## config.mk

```make
export PLATFORM = sky130hd
export DESIGN_NAME = hsw_gate_seq
export DESIGN_NICKNAME = d
export VERILOG_FILES = /design/src/rtl/hsw_pkg.sv /design/src/rtl/hsw_tick_gen.sv /design/src/rtl/hsw_oc_filter.sv /design/src/rtl/hsw_interval_timer.sv /design/src/rtl/hsw_gate_seq.sv
export SDC_FILE = /design/constraint.sdc
export NUM_CORES = 1
export LEC_CHECK = 0
export CORE_MARGIN = 5
export CORE_UTILIZATION = 60
export CTS_BUF_LIST = sky130_fd_sc_hd__clkbuf_8
export CTS_CLUSTER_SIZE = 12
export DETAILED_ROUTE_END_ITERATION = 8
export DONT_BUFFER_PORTS = 1
export GPL_TIMING_DRIVEN = 0
export HOLD_SLACK_MARGIN = 0.12
export PLACE_DENSITY = 0.79
export SYNTH_ARGS = -nofsm -noshare
export SYNTH_HDL_FRONTEND = slang
export SYNTH_SLANG_ARGS = --single-unit
```

## constraint.sdc

```tcl
create_clock -name clk -period 9.8 [get_ports clk]
set_input_delay 1.96 -clock clk [delete_from_list [all_inputs] [get_ports clk]]
set_output_delay 1.96 -clock clk [all_outputs]
set_load 0.01 [all_outputs]
```

## src/rtl/hsw_pkg.sv

```systemverilog
package hsw_pkg;

   typedef enum logic [2:0] {
      ST_IDLE,
      ST_POR,
      ST_ON,
      ST_RETRY,
      ST_LOCK
   } hsw_state_e;

   // deglitch window multiplier of the filter unit
   function automatic int filt_mult(input logic [1:0] code);
      case (code)
         2'd0:    return 0;
         2'd1:    return 1;
         2'd2:    return 2;
         default: return 4;
      endcase
   endfunction

   // retry pause multiplier of the retry unit
   function automatic int retry_mult(input logic [1:0] code);
      case (code)
         2'd0:    return 1;
         2'd1:    return 5;
         2'd2:    return 10;
         default: return 50;
      endcase
   endfunction

endpackage

```

## src/rtl/hsw_tick_gen.sv

```systemverilog
module hsw_tick_gen #(
   parameter int TICK_DIV = 100
) (
   input  logic clk,
   input  logic rst_n,
   output logic tick
);
   generate
      if (TICK_DIV < 1) begin : g_bad_div
         $error("TICK_DIV must be at least 1");
      end
      if (TICK_DIV == 1) begin : g_every
         assign tick = 1'b1;
      end else begin : g_div
         localparam int CW = $clog2(TICK_DIV);
         localparam logic [CW-1:0] LAST = CW'(TICK_DIV - 1);
         logic [CW-1:0] cnt;
         always_ff @(posedge clk) begin
            if (!rst_n)           cnt <= '0;
            else if (cnt == LAST) cnt <= '0;
            else                  cnt <= cnt + 1'b1;
         end
         assign tick = (cnt == LAST);
      end
   endgenerate
endmodule

```

## src/rtl/hsw_oc_filter.sv

```systemverilog
module hsw_oc_filter
   import hsw_pkg::*;
#(
   parameter int FILT_UNIT_TICKS = 5
) (
   input  logic       clk,
   input  logic       rst_n,
   input  logic       tick,
   input  logic       arm,
   input  logic       oc_in,
   input  logic [1:0] code,
   output logic       fault
);
   localparam int FW = $clog2(4 * FILT_UNIT_TICKS + 1);

   generate
      if (FILT_UNIT_TICKS < 1) begin : g_bad_unit
         $error("FILT_UNIT_TICKS must be at least 1");
      end
   endgenerate

   logic [FW-1:0] win;
   logic [FW-1:0] cnt;

   assign win = FW'(filt_mult(code) * FILT_UNIT_TICKS);

   always_ff @(posedge clk) begin
      if (!rst_n || !arm || !oc_in) begin
         cnt   <= '0;
         fault <= 1'b0;
      end else begin
         if (tick && (cnt < win)) cnt <= cnt + 1'b1;
         fault <= (win == '0) || (cnt >= win);
      end
   end
endmodule

```

## src/rtl/hsw_interval_timer.sv

```systemverilog
module hsw_interval_timer #(
   parameter int TW = 16
) (
   input  logic          clk,
   input  logic          rst_n,
   input  logic          tick,
   input  logic          load,
   input  logic [TW-1:0] load_val,
   output logic          done
);
   logic [TW-1:0] cnt;

   always_ff @(posedge clk) begin
      if (!rst_n)                 cnt <= '0;
      else if (load)              cnt <= load_val;
      else if (tick && cnt != '0) cnt <= cnt - 1'b1;
   end

   assign done = (cnt == '0) && !load;
endmodule

```

## src/rtl/hsw_gate_seq.sv

```systemverilog
module hsw_gate_seq
   import hsw_pkg::*;
#(
   parameter int TICK_DIV         = 100,
   parameter int POR_TICKS        = 50000,
   parameter int FILT_UNIT_TICKS  = 5,
   parameter int RETRY_UNIT_TICKS = 100000,
   parameter int MAX_RETRIES      = 3
) (
   input  logic       clk,
   input  logic       rst_n,
   input  logic       uv_flag,
   input  logic       ov_flag,
   input  logic       oc_flag,
   input  logic       drain_good,
   input  logic       gate_high,
   input  logic       man_rst,
   input  logic [1:0] filt_code,
   input  logic [1:0] retry_code,
   output logic       gate_on,
   output logic       pgood,
   output logic       ins_thresh_sel,
   output logic       retry_fail
);
   localparam int RETRY_LONGEST = RETRY_UNIT_TICKS * 50;
   localparam int TMAX = (POR_TICKS > RETRY_LONGEST) ? POR_TICKS : RETRY_LONGEST;
   localparam int TW   = $clog2(TMAX + 1);
   localparam int CW   = $clog2(MAX_RETRIES + 2);
   localparam logic [CW-1:0] TRIP_LIMIT = CW'(MAX_RETRIES);

   generate
      if (POR_TICKS < 1 || RETRY_UNIT_TICKS < 1) begin : g_bad_time
         $error("POR_TICKS and RETRY_UNIT_TICKS must be at least 1");
      end
      if (MAX_RETRIES < 0) begin : g_bad_retry
         $error("MAX_RETRIES must not be negative");
      end
   endgenerate

   hsw_state_e    state, state_nx;
   logic          tick, fault, tmr_done, tmr_load;
   logic [TW-1:0] tmr_val;
   logic [CW-1:0] trips;
   logic          disq;

   hsw_tick_gen #(.TICK_DIV(TICK_DIV)) u_tick (
      .clk(clk), .rst_n(rst_n), .tick(tick)
   );

   hsw_oc_filter #(.FILT_UNIT_TICKS(FILT_UNIT_TICKS)) u_filt (
      .clk(clk), .rst_n(rst_n), .tick(tick), .arm(state == ST_ON),
      .oc_in(oc_flag), .code(filt_code), .fault(fault)
   );

   hsw_interval_timer #(.TW(TW)) u_tmr (
      .clk(clk), .rst_n(rst_n), .tick(tick), .load(tmr_load),
      .load_val(tmr_val), .done(tmr_done)
   );

   assign disq = uv_flag | ov_flag | man_rst;

   always_comb begin
      state_nx = state;
      tmr_load = 1'b0;
      tmr_val  = TW'(POR_TICKS);
      if (disq) begin
         state_nx = ST_IDLE;
      end else begin
         case (state)
            ST_IDLE: begin
               state_nx = ST_POR;
               tmr_load = 1'b1;
            end
            ST_POR:   if (tmr_done) state_nx = ST_ON;
            ST_ON: if (fault) begin
               if (trips == TRIP_LIMIT) begin
                  state_nx = ST_LOCK;
               end else begin
                  state_nx = ST_RETRY;
                  tmr_load = 1'b1;
                  tmr_val  = TW'(retry_mult(retry_code) * RETRY_UNIT_TICKS);
               end
            end
            ST_RETRY: if (tmr_done) state_nx = ST_ON;
            default:  state_nx = ST_LOCK;
         endcase
      end
   end

   always_ff @(posedge clk) begin
      if (!rst_n) begin
         state <= ST_IDLE;
         trips <= '0;
         pgood <= 1'b0;
      end else begin
         state <= state_nx;
         pgood <= (state == ST_ON) && drain_good && gate_high;
         if (disq || pgood)
            trips <= '0;
         else if (state == ST_ON && fault && trips != TRIP_LIMIT)
            trips <= trips + 1'b1;
      end
   end

   assign gate_on        = (state == ST_ON);
   assign retry_fail     = (state == ST_LOCK);
   assign ins_thresh_sel = !pgood;
endmodule

```

# == Yosys cells after proc, flatten, opt, wreduce, memory -nomap -nowiden ==
# Cells that the tools add are included.
# totals
register_bits,43
latchBits,0
ram_bits,0
romBits,0
out_inout_bits,4
wordCells,79
n_memories,0
# op_classes
n_addsub,4
multipliers,2
div_mod_pow,0
order_cmp,2
n_eq_ne,13
shift,0
muxes,20
bitwise,3
n_reduce_logical,28
# op_table
op,n
two-way mux 23 bit,6
two-way mux 32 bit,4
multiplier 32 x 13 -> 18 bit (second input constant),1
zero test 23 bit,1
nonzero test 23 bit,1
subtractor 23 x 1 -> 23 bit (second input constant),1
case mux 3 bit (3 select lines),2
case mux 6 bit (3 select lines),1
equality test 3 x 2 -> 1 bit (second input constant),3
two-way mux 3 bit,3
OR reduction 2 bit,4
adder 7 x 1 -> 7 bit (second input constant),1
equality test 7 bit (second input constant),1
logical AND 1 bit,7
adder 5 x 1 -> 5 bit (second input constant),1
greater-or-equal comparator 5 bit,1
zero test 1 bit,5
zero test 5 bit,1
< comparator 5 bit,1
multiplier 3 x 3 -> 5 bit (second input constant),1
equality test 2 x 1 -> 1 bit (second input constant),2
equality test 2 bit (second input constant),2
zero test 2 bit,2
logical OR 1 bit,4
13 further kinds,16

# == Logic depth before layout (Yosys ltp) ==
# depth
word_depth,12
depth_mapped,13

# == By module ==
# Synthesis repeated with hierarchy kept, for this count alone.
# unflattened
hier_cells,364
area_unflattened_um2,2986.6
# modules_own_cells
mod,n_inst,cells_per_inst,area_per_inst_um2,seq_area_each_um2
hsw_interval_timer,1,171,1401.3,460.4
hsw_gate_seq,1,110,873.3,140.1
hsw_oc_filter,1,50,407.9,120.1
hsw_tick_gen,1,33,304.0,140.1

# == Worst setup path before layout ==
# No wires, ideal clock.
# synth_path
kind,input port to flip-flop
from,in retry_code[0]
to,reg u_tmr.cnt[20]
setup_ns,0.079
arrival_ns,4.337
required_ns,9.721
path_slack_ns,5.384
path_stages,13
n_path_buf,0
path_cell_list,inv_1 > ha_1 > nand2_1 > xor2_1 > ha_1 > ha_1 > a31o_2 > ha_1 > o21a_1 > o21ai_0 > and3_1 > o21ai_0 > o211ai_1
# synth_between
elab_chain_len,12
word_cells_on_any_way,14
# synth_rtl
element,line,source
from (decl),hsw_gate_seq.sv:19,"input logic [1:0] retry_code,"
equality test 2 bit (tied with other cells),hsw_pkg.sv:23,case (code)
case mux 6 bit (3 select lines) *,hsw_pkg.sv:23,
two-way mux 32 bit *,hsw_gate_seq.sv:76,if (trips == TRIP_LIMIT) begin
two-way mux 32 bit *,hsw_gate_seq.sv:75,ST_ON: if (fault) begin
two-way mux 32 bit *,hsw_gate_seq.sv:69,case (state)
two-way mux 32 bit *,hsw_gate_seq.sv:66,if (disq) begin
multiplier 32 x 13 -> 18 bit *,hsw_gate_seq.sv:81,tmr_val = TW'(retry_mult(retry_code) * RETRY_UNIT_TICKS);
two-way mux 23 bit *,hsw_gate_seq.sv:76,
two-way mux 23 bit *,hsw_gate_seq.sv:75,
two-way mux 23 bit *,hsw_gate_seq.sv:69,
two-way mux 23 bit *,hsw_gate_seq.sv:66,
two-way mux 23 bit *,hsw_interval_timer.sv:15,else if (load) cnt <= load_val;
to (signal assigned),hsw_interval_timer.sv:15,
to (signal assigned),hsw_interval_timer.sv:16,else if (tick && cnt != '0) cnt <= cnt - 1'b1;
to (decl),hsw_interval_timer.sv:11,logic [TW-1:0] cnt;
# Mark *: on every way between the ends. The rest lies on a longest branch, timed or not. The select of a mux whose other input is x is not followed.
# A chain may end at the register's enable or synchronous reset.

# == Worst setup path in the final report ==
# layout_path
from,in retry_code[0]
to,reg u_tmr.cnt[21]
# Same word-level chain as after synthesis.

==> impl_metrics.yaml <==
pwr:
  p_clk_share_pct: 35.4
  swShare_pct: 29.4
  p_int_mw: 0.283
  combPwrFrac_pct: 18.6
  seqPwrFrac_pct: 46.0
  ir_drop_mv: 0.0688
  p_leak_nw: 1.25
  p_per_area_nw_per_um2: 126
  switching_power_mw: 0.118
global_routing:
  gr-usage-all-layers_pct: 23.7
  grt.overflow.total: 0
  antenna_found_initial: 0
  grt_pass1_vias: 2644
  grt_pass1_wl_um: 12200
  grt_max_degree: 15
synthesis:
  ys_top_cells_by_count: "43 x dfxtp_1, 38 x nor2_1, 32 x nand2_1, 26 x ha_1"
  synthAdderAreaFrac_pct: 10.9
  synth_edf_count: 0
  synth_top_family_by_area: "simple AND/OR/NAND/NOR gates"
  yosysTopAreaCellShare_pct: 28.8
  ys_ff_latch: 43
  synth_most_common_cell: "dfxtp_1"
  synth_xor_area_share_pct: 5.27
  ys_seq_area_share_pct: 28.8
  ys_types: 66
  synth.area.top_cells: "dfxtp_1 29%, ha_1 11%, nor2_1 4.8%, nand2_1 4.0%, xnor2_1 3.2%"
  synth_area_um2: 2990
  synth.area.mux_share_pct: 1.00
  synth_simple_gate_area_share_pct: 27.5
  synth_area_leader_cell: "dfxtp_1"
  ys.flop_type: "dfxtp_1"
  yosys_warnings: 0
  syn_area_per_cell_um2: 8.40
  async_flop_share_pct: 0
  syn_nets: 394
  syn_inst: 356
  synth_compound_area_share_pct: 22.1
status:
  status: "finished clean"
setup_path:
  critical_path.max_fanout: 8
  end_kind: "register"
  r2r-start: "trips[0]$_SDFFE_PP0P_"
  regToRegEndpoint: "u_tmr.cnt[21]$_SDFFE_PN0P_"
  critPathBufInv: 1
  cp_cell_sequence: "inv_1 > ha_1 > nand2_1 > xor2_1 > ha_1 > ha_1 > a31o_2 > ha_1 > a21oi_1 > nor3b_1 > o2111ai_1 > xor2_1 > o211ai_1"
  reg2regPathDepth: 8
  cp_common_cell: "ha_1"
  slowest_delay_ns: 0.33
  reg2reg_slack_ns: 7.17
  cpMaxStageDelayCell: "ha_1"
  startpoint: "retry_code[0]"
  critical_path.top_delay_family: "adder cells"
  path_class: "primary input to register"
  critPathArrivalTime_ns: 4.69
  required_ns: 9.97
  start_kind: "primary input"
sta:
  setup_viol: 0
  clock_skew_ns: 0.00699
  fin_crit_sh_pct: 46.1
  worst_slew_pin_slew_ns: 0.673
  hold_violations: 0
  slew_violations: 0
  setup_tns_ns: 0
  slew_headroom_pct: 54.9
  min_period_ns: 4.51
  max_freq_mhz: 222
  rsz0062_at_grt: "no"
  whs_ns: 0.450
layout:
  design_area_um2: 3190
  nNetsFinal: 401
  antenna_cells: 0
  drive_above_1_share_pct: 8.79
  syn_to_final_growth_pct: 6.57
clock_tree:
  cts.htree.levels: 2
  numCtsBuffers: 5
  clock_sinks: 43
  postCtsResizedCells: 0
  cts_root_buf: "clkbuf_8"
  cts_hold_buf: 0
  clk_pin_slew_worst_paths_ns: 0.09
  insertion_delay_ns: 0.30
  cts_tree: "built"
  clock_path_buffers: 2
  cts_setup_buffers: 0
die:
  rows: 25
  die_y_um: 80.6
  fp.coreArea_um2: 4790
  io_pins: 16
  die_area_um2: 6500
  start_util_pct: 62.5
  die_w_um: 80.6
hold_path:
  hold_path_end: "u_tick.g_div.cnt[0]$_SDFF_PP0_"
  hp-start: "u_tick.g_div.cnt[0]$_SDFF_PP0_"
  hold_class: "register to register"
  whs_path_depth: 1
detailed_routing:
  drt_iter0_drc: 284
  viasPerCell: 6.38
  wl_um: 7060
  wl_per_cell_um: 16.4
  vias: 2748
  drc_errors: 0
  first_pass_iters: 5
  drtAntennaViolNets: 0
place:
  gp_congestion: 0.869
  place_area_um2: 3080
  io_buffers: 0
  dpl.hpwl_um: 5100
run:
  cap_violations: 0
## cells by family (layout without fill, tap and decap cells)
| family | after synthesis | count (layout) |
|---|---|---|
| xor+xnor | 18 | 18 |
| simple gates | 151 | 151 |
| buf+inv | 28 | 36 |
| fa+ha+maj | 26 | 26 |
| mux | 3 | 3 |
| flops | 43 | 43 |
| compound gates | 87 | 87 |
## final cells by class
cell class | instances | area (um^2)
multi-input combinational | 285 | 2000
fill | 430 | 1600
sequential | 43 | 861
buffer | 15 | 83.8
tap | 67 | 83.8
clock buffer | 5 | 68.8
inverter | 13 | 48.8
clock inverter | 3 | 43.8
## cells in the final DEF, fill, tap and decap left out, types with 3 or more instances in the layout
| cell type | count |
|---|---|
| or3_1 | 12 |
| buf_2 | 3 |
| nand3_1 | 14 |
| dfxtp_1 | 43 |
| o2111ai_1 | 3 |
| a211oi_1 | 5 |
| a31o_2 | 3 |
| ha_1 | 26 |
| o211ai_1 | 6 |
| clkbuf_1 | 8 |
| mux2i_1 | 3 |
| nor2_1 | 38 |
| clkbuf_8 | 5 |
| o22ai_1 | 10 |
| o21a_1 | 3 |
| a21oi_1 | 14 |
| nor3b_1 | 4 |
| nor3_1 | 9 |
| inv_1 | 13 |
| o21bai_1 | 3 |
| and3_1 | 6 |
| a22oi_1 | 4 |
| o21ai_0 | 8 |
| a31oi_1 | 4 |
| xnor2_1 | 11 |
| nand2_1 | 32 |
| or4_1 | 7 |
| and2_1 | 5 |
| a2111o_1 | 3 |
| xor2_1 | 7 |
| buf_6 | 3 |
## worst max-delay path by stage
stage,depth (start not counted),end,slack (ns)
floorplan,13,u_tmr.cnt[20]$_SDFFE_PN0P_,5.38
global placement,13,u_tmr.cnt[20]$_SDFFE_PN0P_,5.13
detailed placement,13,u_tmr.cnt[21]$_SDFFE_PN0P_,4.99
CTS,13,u_tmr.cnt[21]$_SDFFE_PN0P_,5.29
global route,13,u_tmr.cnt[20]$_SDFFE_PN0P_,5.08
finish,13,u_tmr.cnt[21]$_SDFFE_PN0P_,5.29
## routing by layer
metal	track usage, %	part of all wire, %
met5	0	0
met4	8.11	1.9
met3	4.04	6.4
met2	38.3	45
met1	31.8	46
## power by group through the flow
stage	clock [mW]	sequential, mW	combinational (mW)
2_1_floorplan	0	0.187	0.0575
3_3_place_gp	0	0.189	0.0709
3_5_place_dp	0	0.189	0.0724
4_1_cts	0.144	0.185	0.0729
5_1_grt	0.151	0.185	0.0818
6_report	0.142	0.185	0.0745
## worst reg2reg max path, stage by stage (launching register included)
cell and delay (ns):
dfxtp_1 0.33, ha_1 0.19, ha_1 0.22, nand2b_1 0.26, a2111oi_4 0.65, clkbuf_1 0.44
nor2_1 0.15, o211ai_1 0.14, o211ai_1 0.13
## state kept, by name, indices dropped and copies added, names as in the netlist
name / cells
pgood: 1
state: 3
trips: 3
u_filt.cnt: 5
u_filt.fault: 1
u_tick.g_div.cnt: 7
u_tmr.cnt: 23
## metrics by stage
stage / setup slack [ns] / cells / utilization (%) / total power, mW
CTS: 5.29 / 431 / 66.6 / 0.402
finish: 5.29 / 431 / 66.6 / 0.401
floorplan: 5.38 / 356 / - / 0.245
global route: 5.08 / 431 / 66.6 / 0.418
detailed placement: 4.99 / 423 / 64.3 / 0.261
global placement: 5.13 / 423 / 64.3 / 0.259
Power figures use the tool's default switching activity.
